===== src/rtl/ocu_pkg.sv =====
`timescale 1ns/1ps
package ocu_pkg;
  localparam int BASE_W = 15;
  localparam int IDX_W  = 6;
  localparam int MODE_W = 2;
  localparam int OPC_W  = 7;
  localparam int CMD_W  = 2 + OPC_W + MODE_W + IDX_W + BASE_W;

  typedef struct packed {
    logic              prep;
    logic              spare;
    logic [OPC_W-1:0]  opc;
    logic [MODE_W-1:0] mode;
    logic [IDX_W-1:0]  idx;
    logic [BASE_W-1:0] base;
  } cmd_t;

  typedef enum logic [2:0] {
    S_IDLE, S_LOOK, S_RDA, S_ADD, S_RDX, S_FIN
  } state_t;

  // mode bit 0: base term is fetched from memory
  function automatic logic fetch_base(input logic [MODE_W-1:0] m);
    return m[0];
  endfunction

  // mode bit 1: the sum is used as an address once more
  function automatic logic indirect(input logic [MODE_W-1:0] m);
    return m[1];
  endfunction

  function automatic logic [1:0] read_count(input logic [MODE_W-1:0] m);
    return {1'b0, m[0]} + {1'b0, m[1]};
  endfunction
endpackage


===== src/rtl/ocu_ctrl.sv =====
`timescale 1ns/1ps
module ocu_ctrl
  import ocu_pkg::*;
(
  input  logic              clk,
  input  logic              rst_n,
  input  logic              cmd_valid,
  input  logic [MODE_W-1:0] mode,
  input  logic              mem_ack,
  output state_t            state,
  output logic              ev_accept,
  output logic              ev_base_ack,
  output logic              ev_ind_ack,
  output logic              ev_done
);
  state_t     nxt;
  logic [1:0] rd_cnt;

  assign ev_accept   = (state == S_IDLE) && cmd_valid;
  assign ev_base_ack = (state == S_RDA) && mem_ack;
  assign ev_ind_ack  = (state == S_RDX) && mem_ack;
  assign ev_done     = (state == S_FIN);

  always_comb begin
    nxt = state;
    unique case (state)
      S_IDLE: if (cmd_valid) nxt = S_LOOK;
      S_LOOK: nxt = fetch_base(mode) ? S_RDA : S_ADD;
      S_RDA:  if (mem_ack) nxt = S_ADD;
      S_ADD:  nxt = indirect(mode) ? S_RDX : S_FIN;
      S_RDX:  if (mem_ack) nxt = S_FIN;
      S_FIN:  nxt = S_IDLE;
      default: nxt = S_IDLE;
    endcase
  end

  always_ff @(posedge clk or negedge rst_n) begin
    if (!rst_n) state <= S_IDLE;
    else        state <= nxt;
  end

  always_ff @(posedge clk or negedge rst_n) begin
    if (!rst_n)                         rd_cnt <= '0;
    else if (ev_accept)                 rd_cnt <= '0;
    else if (ev_base_ack || ev_ind_ack) rd_cnt <= rd_cnt + 2'd1;
  end

  // done lasts one cycle
  a_r9_done_pulse: assert property (@(posedge clk) disable iff (!rst_n)
    ev_done |=> !ev_done);
  // every read of the word acknowledged before done
  a_r9_reads_complete: assert property (@(posedge clk) disable iff (!rst_n)
    ev_done |-> (rd_cnt == read_count(mode)));
  // a busy block never starts a new word
  a_r10_no_restart: assert property (@(posedge clk) disable iff (!rst_n)
    (state != S_IDLE) |=> (state != S_LOOK));
endmodule


===== src/rtl/ocu_datapath.sv =====
`timescale 1ns/1ps
module ocu_datapath
  import ocu_pkg::*;
#(
  parameter int DW = 32
) (
  input  logic              clk,
  input  logic              rst_n,
  input  state_t            state,
  input  logic              ev_accept,
  input  logic              ev_base_ack,
  input  logic              ev_ind_ack,
  input  logic [CMD_W-1:0]  cmd_word,
  input  logic              chain_start,
  input  logic [DW-1:0]     oa_val,
  input  logic [DW-1:0]     idx_data,
  input  logic              mem_ack,
  input  logic [DW-1:0]     mem_rdata,
  output cmd_t              cmd_q,
  output logic [IDX_W-1:0]  idx_sel,
  output logic              mem_req,
  output logic [BASE_W-1:0] mem_addr,
  output logic [DW-1:0]     operand
);
  localparam int PAD_W = DW - BASE_W;

  logic [DW-1:0] oa_use_q;
  logic [DW-1:0] ival_q;
  logic [DW-1:0] term_q;
  logic [DW-1:0] x_q;

  function automatic logic [DW-1:0] form_sum(input logic [DW-1:0] oa,
                                             input logic [DW-1:0] term,
                                             input logic [DW-1:0] ival);
    return oa + term + ival;
  endfunction

  assign idx_sel  = cmd_q.idx;
  assign mem_req  = (state == S_RDA) || (state == S_RDX);
  assign mem_addr = (state == S_RDX) ? x_q[BASE_W-1:0] : cmd_q.base;
  assign operand  = x_q;

  always_ff @(posedge clk or negedge rst_n) begin
    if (!rst_n) begin
      cmd_q    <= '0;
      oa_use_q <= '0;
      ival_q   <= '0;
      term_q   <= '0;
      x_q      <= '0;
    end else begin
      if (ev_accept) begin
        cmd_q    <= cmd_t'(cmd_word);
        oa_use_q <= chain_start ? '0 : oa_val;
      end
      if (state == S_LOOK) begin
        ival_q <= (cmd_q.idx == '0) ? '0 : idx_data;
        term_q <= {{PAD_W{1'b0}}, cmd_q.base};
      end
      if (ev_base_ack) term_q <= mem_rdata;
      if (state == S_ADD) x_q <= form_sum(oa_use_q, term_q, ival_q);
      if (ev_ind_ack) x_q <= mem_rdata;
    end
  end

  // request and address held until acknowledged
  a_r9_req_hold: assert property (@(posedge clk) disable iff (!rst_n)
    (mem_req && !mem_ack) |=> (mem_req && $stable(mem_addr)));
  // chain start zeroes the assembly term
  a_r7_chain_clear: assert property (@(posedge clk) disable iff (!rst_n)
    (ev_accept && chain_start) |=> (oa_use_q == '0));
  // index select 0 contributes nothing
  a_r6_zero_index: assert property (@(posedge clk) disable iff (!rst_n)
    ((state == S_LOOK) && (cmd_q.idx == '0)) |=> (ival_q == '0));
  // the latched word stays put while it is worked on
  a_r10_cmd_held: assert property (@(posedge clk) disable iff (!rst_n)
    ((state != S_IDLE) && (state != S_LOOK)) |-> $stable(cmd_q));
endmodule


===== src/rtl/ocu_asm_reg.sv =====
`timescale 1ns/1ps
module ocu_asm_reg #(
  parameter int DW = 32
) (
  input  logic          clk,
  input  logic          rst_n,
  input  logic          ev_done,
  input  logic          prep,
  input  logic [DW-1:0] x,
  output logic [DW-1:0] oa_val
);
  always_ff @(posedge clk or negedge rst_n) begin
    if (!rst_n)       oa_val <= '0;
    else if (ev_done) oa_val <= prep ? x : '0;
  end

  // a preparation word leaves its result
  a_r8_keep_prep: assert property (@(posedge clk) disable iff (!rst_n)
    (ev_done && prep) |=> (oa_val == $past(x)));
  // a plain word ends the chain
  a_r8_clear_plain: assert property (@(posedge clk) disable iff (!rst_n)
    (ev_done && !prep) |=> (oa_val == '0));
  // nothing else touches OA
  a_r8_hold: assert property (@(posedge clk) disable iff (!rst_n)
    !ev_done |=> $stable(oa_val));
endmodule


===== src/rtl/operand_chain_unit.sv =====
`timescale 1ns/1ps
module operand_chain_unit
  import ocu_pkg::*;
#(
  parameter int DW = 32
) (
  input  logic              clk,
  input  logic              rst_n,
  input  logic              cmd_valid,
  input  logic [CMD_W-1:0]  cmd_word,
  input  logic              chain_start,
  output logic [IDX_W-1:0]  idx_sel,
  input  logic [DW-1:0]     idx_data,
  output logic              mem_req,
  output logic [BASE_W-1:0] mem_addr,
  input  logic              mem_ack,
  input  logic [DW-1:0]     mem_rdata,
  output logic [DW-1:0]     operand,
  output logic              done
);
  state_t        state;
  cmd_t          cmd_q;
  logic          ev_accept, ev_base_ack, ev_ind_ack, ev_done;
  logic [DW-1:0] oa_val;

  ocu_ctrl i_ctrl (
    .clk(clk), .rst_n(rst_n), .cmd_valid(cmd_valid), .mode(cmd_q.mode),
    .mem_ack(mem_ack), .state(state), .ev_accept(ev_accept),
    .ev_base_ack(ev_base_ack), .ev_ind_ack(ev_ind_ack), .ev_done(ev_done)
  );

  ocu_datapath #(.DW(DW)) i_dp (
    .clk(clk), .rst_n(rst_n), .state(state), .ev_accept(ev_accept),
    .ev_base_ack(ev_base_ack), .ev_ind_ack(ev_ind_ack),
    .cmd_word(cmd_word), .chain_start(chain_start), .oa_val(oa_val),
    .idx_data(idx_data), .mem_ack(mem_ack), .mem_rdata(mem_rdata),
    .cmd_q(cmd_q), .idx_sel(idx_sel), .mem_req(mem_req),
    .mem_addr(mem_addr), .operand(operand)
  );

  ocu_asm_reg #(.DW(DW)) i_oa (
    .clk(clk), .rst_n(rst_n), .ev_done(ev_done), .prep(cmd_q.prep),
    .x(operand), .oa_val(oa_val)
  );

  assign done = ev_done;

  // quiet outputs right after reset
  a_r11_quiet_idle: assert property (@(posedge clk) disable iff (!rst_n)
    (state == S_IDLE) |-> (!done && !mem_req));
endmodule


===== config.mk =====
export PLATFORM = sky130hd
export DESIGN_NAME = operand_chain_unit
export DESIGN_NICKNAME = d
export VERILOG_FILES = /design/src/rtl/ocu_pkg.sv /design/src/rtl/ocu_ctrl.sv /design/src/rtl/ocu_datapath.sv /design/src/rtl/ocu_asm_reg.sv /design/src/rtl/operand_chain_unit.sv
export SDC_FILE = /design/constraint.sdc
export NUM_CORES = 1
export LEC_CHECK = 0
export BUFFER_PORTS_ARGS = -buffer_cell sky130_fd_sc_hd__buf_4
export CORE_MARGIN = 1.5
export CORE_UTILIZATION = 50
export DETAILED_ROUTE_END_ITERATION = 7
export PLACE_DENSITY = 0.75
export SETUP_SLACK_MARGIN = 0.5
export SLEW_MARGIN = 20
export SYNTH_ARGS = -nofsm -noshare
export SYNTH_HDL_FRONTEND = slang
export SYNTH_SLANG_ARGS = --single-unit

===== constraint.sdc =====
create_clock -name clk -period 3 [get_ports clk]
set_input_delay 0.45 -clock clk [delete_from_list [all_inputs] [get_ports clk]]
set_output_delay 0.45 -clock clk [all_outputs]
set_load 0.05 [all_outputs]

# Word-level counts from Yosys, hierarchy flattened
# Index checks and enable logic that the tools add are counted.
# word_totals
ff_bits	187
in_bits	101
out_inout_bits	55
elab_cells	43
# classes
addsub	2
n_eq_ne	8
muxes	14
n_reduce_logical	9
# op_table
cell	count
32-bit 2-to-1 mux	7
32-bit adder	2
15-bit 2-to-1 mux	1
3-bit case mux with 5 select lines	1
3-bit 2-to-1 mux	3
3-bit by 2-bit equality test with 1-bit output (second input constant)	2
3-bit equality test (second input constant)	2
6-bit zero test	1
2-bit != test (second input constant)	3
2-bit nonzero test	2
3-bit by 1-bit equality test with 1-bit output (second input constant)	1
1-bit logical AND	3
3-bit zero test	1
3-bit AND reduction	1
1-bit 2-to-1 mux	2
1-bit logical OR	1

# Depth between registers and ports, before layout
# Gate-level depths: netlist (run 1).
# logic_depth
depth_word	4
ltp_mapped	13

# Cells and area by module
# A second synthesis (run 1) with hierarchy kept.
# unflattened
hier_cells	1106
area_unflattened_um2	10729.0
# by_module_without_submodules
mod	instances	cells_each	area_each_um2
ocu_datapath	1	946	9172.5
ocu_asm_reg	1	138	1346.3
ocu_ctrl	1	22	210.2

# Least setup slack after synthesis (run 1)
# No wires, ideal clock.
# synth_timing
kind	register to register
start	reg i_dp.term_q[1]
end	reg i_dp.x_q[29], in the netlist i_dp.operand[29]
setup_time_ns	0.131
t_arrival_ns	2.674
setup_slack_ns	0.195
stages_incl_launch_ff	12
path_cell_list	dfrtp_1 fa_1 ha_1 inv_1 fa_1 and2b_1 o2111ai_2 a21boi_2 a21oi_2 o41ai_2 xnor2_1 o21ai_1
# synth_between
elab_chain_len	4
# synth_rtl
element	line	text
start: declaration	ocu_datapath.sv:29	logic [DW-1:0] term_q;
start signal: assignment	ocu_datapath.sv:57	term_q <= {{PAD_W{1'b0}}, cmd_q.base};
start signal: assignment	ocu_datapath.sv:59	if (ev_base_ack) term_q <= mem_rdata;
32-bit adder (2 in series)	ocu_datapath.sv:35	return oa + term + ival;
32-bit 2-to-1 mux	ocu_datapath.sv:60	if (state == S_ADD) x_q <= form_sum(oa_use_q, term_q, ival_q);
32-bit 2-to-1 mux	ocu_datapath.sv:61	if (ev_ind_ack) x_q <= mem_rdata;
end signal: assignment	ocu_datapath.sv:60	
end signal: assignment	ocu_datapath.sv:61	
end: declaration	ocu_datapath.sv:30	logic [DW-1:0] x_q;
# No other way between the ends. The select of a mux whose other input is x is not followed.
# A chain may end at the register's enable or synchronous reset.

# Worst setup path after layout (run 1)
# layout_timing
start	reg i_dp.oa_use_q[1]
end	reg i_dp.x_q[25], in the netlist i_dp.operand[25]
# layout_between
elab_chain_len	4
# layout_rtl
element	line	text
start: declaration	ocu_datapath.sv:27	logic [DW-1:0] oa_use_q;
start signal: assignment	ocu_datapath.sv:53	oa_use_q <= chain_start ? '0 : oa_val;
32-bit adder (2 in series)	ocu_datapath.sv:35	
32-bit 2-to-1 mux	ocu_datapath.sv:60	
32-bit 2-to-1 mux	ocu_datapath.sv:61	
# No other way between the ends. The select of a mux whose other input is x is not followed.

==> results.cfg, run 1 <==
[outcome]
outcome = complete, no violations

[clocking]
postCtsHoldBufs = 0
clk_transition_reported_paths_ns = 0.07
cts_tree = built
cts_buffers = 17
ctsLongestPathBuffers = 2
clk_latency_ns = 0.44
htree_levels = 4
cts.sinks = 187
root_buffer = clkbuf_16

[final_layout]
stdcell_count = 1454
area_growth_pct = 25.3
diodes = 0
fillCellCount = 1608
fin_nets = 1339
final_util_pct = 64.3
drive_gt1_share_pct = 29.3

[worst_setup_path]
worst_path_largest_cell_delay_ns = 0.55
slowest_stage = fa_1
worst_setup_path_end_kind = flip-flop
crit_required_ns = 3.32
path_class = reg2reg
arrival_ns = 3.32
cp_max_fo = 4
crit_family = adder cells
crit_start = i_dp.oa_use_q[1]
timing.rr.start = i_dp.oa_use_q[1]
worst-path-buf-inv = 2
critPathLaunchType = flip-flop
path_cells = fa_1 -> ha_2 -> inv_2 -> fa_2 -> and2b_1 -> o2111ai_2 -> a21boi_4 -> a21oi_4 -> buf_4 -> o21ai_2 -> a21oi_1 -> o22a_1

[grt]
use_met3_pct = 4.43
grt_util_met1_pct = 36.8
grt_antenna_before_repair = 0
grt_usage_pct = 27.7
grt_pass1_vias = 8742
top_usage_layer = met2
grt_pass1_wl_mm = 46.0
grt_overflow_total = 0
grt_max_degree = 80
grt_util_met2_pct = 45.8

[sta]
slew_headroom_pct = 37.8
final-setup-viol-count = 0
max_freq_ghz = 0.334
grt_setup_unrepaired = yes
slew_violations = 0
period_needed_ns = 3.00
final.hold.worst_slack_ns = 0.0385
fin_crit_sh_pct = 99.9
fin_skew_ns = 0.0145
tightest_slew_ns = 0.930
hold_viol_final = 0

[routing]
vias = 8342
routed_wl_mm = 28.2
post-route-drc-count = 0
drt_pass1_iterations = 6
avgRoutedWirePerCell_um = 19.4
viasPerCell = 5.74
drt_iter0_markers = 630
antenna_left = 0

[die]
coreArea_um2 = 19700
initial_core_util_pct = 51.3
die_area_um2 = 21000
die_y_um = 145
row_count = 51
die_w_um = 145
ios = 156

[synthesis]
synth_edf_count = 0
synthDistinctLibCells = 62
synth_commonest_cells = nand2_1 (224), dfrtp_1 (187), o21ai_0 (123)
syn_inst = 1030
netlist_top_cells_area = dfrtp_1 (46%), nand2_1 (8.3%), fa_1 (6.4%), o21ai_0 (6.1%), mux2_2 (4.5%)
syn-num-nets = 1193
synth_flop_cell = dfrtp_1
synth_warnings = 0
synth.avg_cell_area_um2 = 9.79
synth_seq_area_share_pct = 46.4
ys_ff_latch = 187
synth_top_cell_by_area = dfrtp_1
synthArstFlopShare_pct = 100
mappedNetlistArea_um2 = 10100
yosysTopAreaCellShare_pct = 46.4
synth.most_common_cell = nand2_1

[job]
cap_violations = 0

[place]
dp_hpwl_mm = 18.7
placedCellCount = 1402
numPortBuffers = 147
gp_congestion = 0.898

[worst_hold_path]
hp-class = in2async
[timing repair]
item,CTS,global route
resized for setup,43,43
buffers inserted,13,7
setup endpoints to repair,38,42
cloned,0,0
pin swaps,23,20
[logic make-up (layout without fill, tap and decap cells)]
family | after synthesis | after routing | synth area share [%]
XOR/XNOR | 27 | 27 | 2.34
buffers and inverters | 87 | 246 | 3.82
flip-flops | 187 | 187 | 46.4
multiplexers | 42 | 42 | 4.67
AND/OR/NAND/NOR | 338 | 338 | 14.7
adder cells (fa/ha/maj) | 62 | 62 | 10.1
AO/OA/AOI/OAI | 287 | 287 | 18.0
[layer usage]
layer  part of all wire (%)  wire (um)  up-vias
met5                      0          0        -
met4                    2.7        765        0
met3                    5.5       1540       62
met2                     49      13900      291
met1                     43      12000     4121
li1                       -          -     3868
[worst register-to-register path, cell delays in order (launching register included)]
cell and delay, ns:
dfrtp_1 0.41, fa_1 0.55, ha_2 0.18, inv_2 0.04, fa_2 0.33, and2b_1 0.23, o2111ai_2 0.18, a21boi_4 0.26
a21oi_4 0.12, buf_4 0.15, o21ai_2 0.19, a21oi_1 0.09, o22a_1 0.16
[state kept, by name, indices dropped and copies added, names as in the netlist]
register / cells
i_ctrl.state: 3
i_dp.oa_use_q: 32
i_dp.operand: 32
i_dp.idx_sel: 6
i_dp.cmd_q: 18
i_dp.term_q: 32
i_dp.ival_q: 32
i_oa.oa_val: 32
[worst paths after layout]
kind                                      to  slack (ns)  cells past startpoint
max                         i_dp.operand[25]       0.003                     12
min                        i_dp.oa_use_q[26]        0.04                      1
max reg2reg                 i_dp.operand[25]       0.003                     12
min reg2reg                  i_oa.oa_val[19]        0.48                      2
max in group asynchronous    i_ctrl.state[2]        2.09                      2
min in group clk             i_dp.idx_sel[5]        0.24                      2
[area by class of cell]
| class | count | area, um2 | share of cell area (%) |
|---|---|---|---|
| Clock inverter | 12 | 130 | 1.03 |
| Multi-Input combinational cell | 756 | 5460 | 43.2 |
| Clock buffer | 20 | 447 | 3.53 |
| Sequential cell | 187 | 4680 | 37.1 |
| Inverter | 15 | 56.3 | 0.446 |
| Timing Repair Buffer | 199 | 1530 | 12.1 |
| Tap cell | 265 | 332 | 2.62 |
[layout by cell type, fill, tap and decap left out, types with 7 or more instances in the layout]
cell type,count
nand4_1,11
ha_1,18
o21a_1,7
a22o_1,19
fa_1,31
a21oi_1,22
nand3_1,7
clkbuf_16,17
dfrtp_1,184
ha_2,7
a21oi_2,7
mux2_2,40
nor2_1,22
o21ai_0,113
nand2b_1,37
inv_1,13
nand2_1,220
a22oi_1,39
xor2_1,12
buf_4,192
o21ai_1,20
xnor2_1,12
[through the flow]
stage                     area (um2)  worst slack [ns]  setup TNS, ns
after global routing           12600            -0.127         -0.844
after global placement         11500           -0.0105        -0.0105
final                          12600           0.00280              0
after floorplan                10100             0.223              0
after CTS                      12400            0.0291              0
after detailed placement       11500           -0.0404        -0.0404
Power of run 1 is not shown: default switching activity piles up to over one toggle a cycle in this logic, so the estimate is an artifact.
==> inputs of run 2 (changes only) <==
--- a/config.mk
+++ b/config.mk
@@ -9,6 +9,7 @@
 export CORE_MARGIN = 1.5
 export CORE_UTILIZATION = 50
 export DETAILED_ROUTE_END_ITERATION = 7
+export MAX_ROUTING_LAYER = met4
 export PLACE_DENSITY = 0.75
 export SETUP_SLACK_MARGIN = 0.5
 export SLEW_MARGIN = 20
==> constraint.sdc (replaced) <==
create_clock -name clk -period 3 [get_ports clk]
set_input_delay 0.45 -clock clk [delete_from_list [all_inputs] [get_ports clk]]
set_output_delay 0.45 -clock clk [all_outputs]
set_load 0.1 [all_outputs]
==> run 2 against run 1 <==
Net effect: the run now ends with negative setup slack left; design area decreased by 0.35%; clock skew increased by 0.0011 ns; die area unchanged; fmax decreased by 1.6%; flip-flop and latch count unchanged; worst hold slack got worse by 0.030 ns; via count decreased by 0.98%; sequential share of layout area increased by 0.13 points; non-clock buffer count decreased by 3; critical path depth increased by 1; count of clock-buffer cells in the layout increased by 1; wire length about the same; largest cell class unchanged.
==> results.cfg, run 2 (same netlist as run 1, synthesis figures left out) <==
[outcome]
outcome = finished, violations left
violations = negative setup slack

[sta]
setup_slack_ns = -0.0460
fin_crit_sh_pct = 102
hold_viol_final = 0
slew_headroom_pct = 50.1
fin_skew_ns = 0.0155
slew_violations = 0
tns_ns = -0.104
grt_setup_unrepaired = yes
final-setup-viol-count = 4
period_needed_ns = 3.05
max_freq_ghz = 0.328
tightest_slew_ns = 0.746

[grt]
grt_max_degree = 73
grt_overflow_total = 0
grt_usage_pct = 28.2
grt_pass1_vias = 8723
grt_pass1_wl_mm = 45.5
grt_antenna_before_repair = 0

[die]
initial_core_util_pct = 51.3
ios = 156
coreArea_um2 = 19700
die_y_um = 145
die_area_um2 = 21000
die_w_um = 145
row_count = 51

[worst_setup_path]
cp_max_fo = 2
arrival_ns = 3.37
worst_setup_path_end_kind = flip-flop
critPathLaunchType = flip-flop
path_class = reg2reg
crit_required_ns = 3.32

[clocking]
postCtsHoldBufs = 0
htree_levels = 4
cts.sinks = 187
clk_transition_reported_paths_ns = 0.07
cts_buffers = 17
cts_tree = built
clk_latency_ns = 0.45
ctsLongestPathBuffers = 2
root_buffer = clkbuf_16

[routing]
antenna_left = 0
drt_iter0_markers = 696
post-route-drc-count = 0
routed_wl_mm = 28.2
viasPerCell = 5.69
avgRoutedWirePerCell_um = 19.4
drt_pass1_iterations = 5
vias = 8260

[worst_hold_path]
hp-class = in2async

[final_layout]
diodes = 0
fin_nets = 1336
stdcell_count = 1451
area_growth_pct = 24.9
final_common_cell = nand2_1
drive_gt1_share_pct = 27.4
fillCellCount = 1641
final_util_pct = 64.1
mostFrequentLayoutCells = nand2_1 (222), dfrtp_1 (184), buf_4 (177)

[place]
numPortBuffers = 147
gp_congestion = 0.913
dp_hpwl_mm = 18.5
placedCellCount = 1396
dp_slack_ns = -0.0828

[job]
cap_violations = 0
==> run 2: changes by cell type in the layout (fill, tap and decap cells not counted), sizes merged <==
cell,before,now
buf,198,195
inv,21,18
bufinv,1,3
clkinv,2,4
clkinvlp,3,1
clkbuf,21,22
==> run 2: worst max-delay path, stage by stage (launching register included) <==
cell	delay, ns
dfrtp_1	0.41
fa_1	0.55
ha_2	0.19
inv_2	0.04
fa_2	0.32
and2b_1	0.23
o2111ai_2	0.14
a21boi_2	0.28
buf_4	0.18
buf_4	0.10
o21ai_0	0.07
o21bai_1	0.20
xnor2_1	0.14
o21ai_1	0.07
==> run 2: per-stage QoR <==
stage	hold slack, ns	cell area (um2)
2_1_floorplan	0.154	10100
3_3_place_gp	0.462	11500
3_5_place_dp	0.471	11500
4_1_cts	0.0269	12300
5_1_grt	0.0479	12600
6_report	0.00831	12600
==> run 2: worst paths after layout <==
path,startpoint,end,slack (ns),depth (start not counted)
min in group clk,cmd_word[19],i_dp.idx_sel[4],0.23,2
min,rst_n,i_oa.oa_val[24],0.008,1
min reg2reg,i_oa.oa_val[26],i_oa.oa_val[26],0.48,2
max reg2reg,i_dp.term_q[1],i_dp.operand[15],-0.05,13
max,i_dp.term_q[1],i_dp.operand[15],-0.05,13
max in group asynchronous,rst_n,i_dp.cmd_q[9],2.19,2
==> run 2: metal layers <==
metal / part of all wire, % / up-vias / GRT usage, %
met5: 0 / - / -
met4: 2.8 / 0 / 11.0
met3: 6.4 / 65 / 5.50
met2: 49 / 303 / 45.4
met1: 42 / 4032 / 35.3
li1: - / 3860 / -
==> run 2: cell type report <==
class                           instances  area [um2]  share of cell area (%)
Multi-Input combinational cell        756        5320                    42.2
Sequential cell                       187        4680                    37.2
Timing Repair Buffer                  196        1580                    12.5
Clock buffer                           21         470                    3.74
Tap cell                              265         332                    2.63
Clock inverter                         11         158                    1.25
Inverter                               15        56.3                   0.447
==> run 2: repair_timing <==
action	4_1_cts	5_1_grt
setup buffers	6	16
setup endpoints to repair	37	40
cloned	0	1
gates resized for setup	35	36
pin swaps	14	15
Power of run 2 is left out for the same reason.
==> inputs of run 3 (changes only) <==
--- a/config.mk
+++ b/config.mk
@@ -5,12 +5,13 @@
 export SDC_FILE = /design/constraint.sdc
 export NUM_CORES = 1
 export LEC_CHECK = 0
-export BUFFER_PORTS_ARGS = -buffer_cell sky130_fd_sc_hd__buf_4
 export CORE_MARGIN = 1.5
 export CORE_UTILIZATION = 50
 export DETAILED_ROUTE_END_ITERATION = 7
+export DONT_BUFFER_PORTS = 1
 export MAX_ROUTING_LAYER = met4
-export PLACE_DENSITY = 0.75
+export PLACE_DENSITY = 0.68
+export RECOVER_POWER = 50
 export SETUP_SLACK_MARGIN = 0.5
 export SLEW_MARGIN = 20
 export SYNTH_ARGS = -nofsm -noshare
==> run 3 against run 2 <==
Net effect: the run ends with negative hold slack left; worst hold slack lost 0.30 ns; critical path depth shrank 2; non-clock buffer count shrank 122; utilization shrank 5.3 points.
==> results.cfg, run 3 (same netlist as run 1, synthesis figures left out) <==
[outcome]
outcome = finished, violations left
violations = negative hold slack

[place]
placedCellCount = 1280
dp_hpwl_mm = 18.5
gp_congestion = 0.904
numPortBuffers = 0

[sta]
fin_crit_sh_pct = 98.7
hold_viol_final = 187
max_freq_ghz = 0.338
slew_headroom_pct = 7.85
final-setup-viol-count = 0
slew_violations = 0
period_needed_ns = 2.96
tightest_slew_ns = 1.38
grt_setup_unrepaired = yes
final.hold.worst_slack_ns = -0.295
fin_skew_ns = 0.00840

[clocking]
cts.sinks = 187
root_buffer = clkbuf_16
clk_transition_reported_paths_ns = 0.07
clk_latency_ns = 0.44
ctsLongestPathBuffers = 2
cts_tree = built
htree_levels = 4
cts_buffers = 17

[routing]
antenna_left = 0
avgRoutedWirePerCell_um = 20.7
viasPerCell = 5.81
drt_pass1_iterations = 5
routed_wl_mm = 27.5
vias = 7721
post-route-drc-count = 0
drt_iter0_markers = 546

[final_layout]
drive_gt1_share_pct = 17.1
diodes = 0
final_common_cell = nand2_1
mostFrequentLayoutCells = nand2_1 (222), dfrtp_1 (186), o21ai_0 (116)
fin_nets = 1214
area_growth_pct = 14.5
stdcell_count = 1329

[die]
die_y_um = 145
initial_core_util_pct = 51.3
row_count = 51
ios = 156
die_w_um = 145
die_area_um2 = 21000
coreArea_um2 = 19700

[grt]
grt_pass1_wl_mm = 43.9
top_usage_layer = met2
grt_usage_pct = 27.7
use_met3_pct = 5.41
grt_overflow_total = 0
grt_util_met2_pct = 44.9
grt_util_met1_pct = 35.3
grt_antenna_before_repair = 0
grt_pass1_vias = 7970
grt_max_degree = 188

[worst_setup_path]
path_class = reg2reg
reg2reg_to = i_dp.operand[23]
reg2reg_slack_ns = 0.04
cp_max_fo = 3
worstRegToRegCells = 11
worst_setup_path_end_kind = flip-flop
critPathLaunchType = flip-flop
arrival_ns = 3.29
timing.rr.start = i_dp.term_q[1]
crit_required_ns = 3.33

[worst_hold_path]
hp-class = in2async

[job]
cap_violations = 0
## run 3: changes by cell type in the layout (fill, tap and decap cells not counted), moves of 3 or more
cell	delta
mux2_2	-14
buf_4	-129
xnor2_2	+3
xnor2_1	-3
inv_6	+4
buf_6	-10
mux2_4	+14
clkbuf_1	+21
## run 3: timing repair
| item | CTS | global route |
|---|---|---|
| gates resized for setup | 38 | 31 |
| hold endpoints to repair | 187 | 187 |
| setup endpoints to repair | 38 | 41 |
| pin swaps | 19 | 15 |
| setup buffers | 10 | 7 |
## run 3: area by class of cell
cell class	instances	area [um2]
well taps	265	332
fillers	1779	8110
clock inverters	12	126
flip-flops and latches	187	4680
repair buffers	74	504
clock buffers	20	457
multi-input cells	756	5390
inverters	15	56.3
## run 3: critical path, cell delays in order, from the launching register on
cell and delay, ns:
dfrtp_1 0.41, fa_1 0.55, ha_2 0.18, inv_2 0.04, fa_2 0.33, and2b_2 0.25, o2111ai_4 0.14, a21boi_4 0.27
o211ai_2 0.18, a21boi_2 0.24, mux2i_1 0.20, nand2_1 0.06
## run 3: worst max path at each step
stage | start | to | depth (start not counted)
after floorplan | i_dp.oa_use_q[1] | i_dp.operand[21] | 11
after CTS | i_dp.oa_use_q[1] | i_dp.operand[23] | 11
final | i_dp.term_q[1] | i_dp.operand[23] | 11
after detailed placement | i_dp.oa_use_q[1] | i_dp.operand[21] | 11
after global routing | i_dp.term_q[1] | i_dp.operand[23] | 11
after global placement | i_dp.oa_use_q[1] | i_dp.operand[21] | 11
## run 3: per-stage QoR
| step | setup TNS [ns] | utilization (%) | worst slack [ns] | area [um2] |
|---|---|---|---|---|
| 2_1_floorplan | 0 | - | 0.223 | 10100 |
| 3_3_place_gp | -0.0101 | 53.8 | -0.0101 | 10600 |
| 3_5_place_dp | -0.00832 | 53.8 | -0.00832 | 10600 |
| 4_1_cts | 0 | 58.3 | 0.0531 | 11500 |
| 5_1_grt | -0.366 | 58.7 | -0.0894 | 11500 |
| 6_report | 0 | 58.7 | 0.0399 | 11500 |
## run 3: routing by layer
layer | up-vias | share of wire, %
met5 | - | 0
met4 | 0 | 1.7
met3 | 30 | 4.7
met2 | 179 | 49
met1 | 3901 | 44
li1 | 3611 | -
Power of run 3 is left out for the same reason.
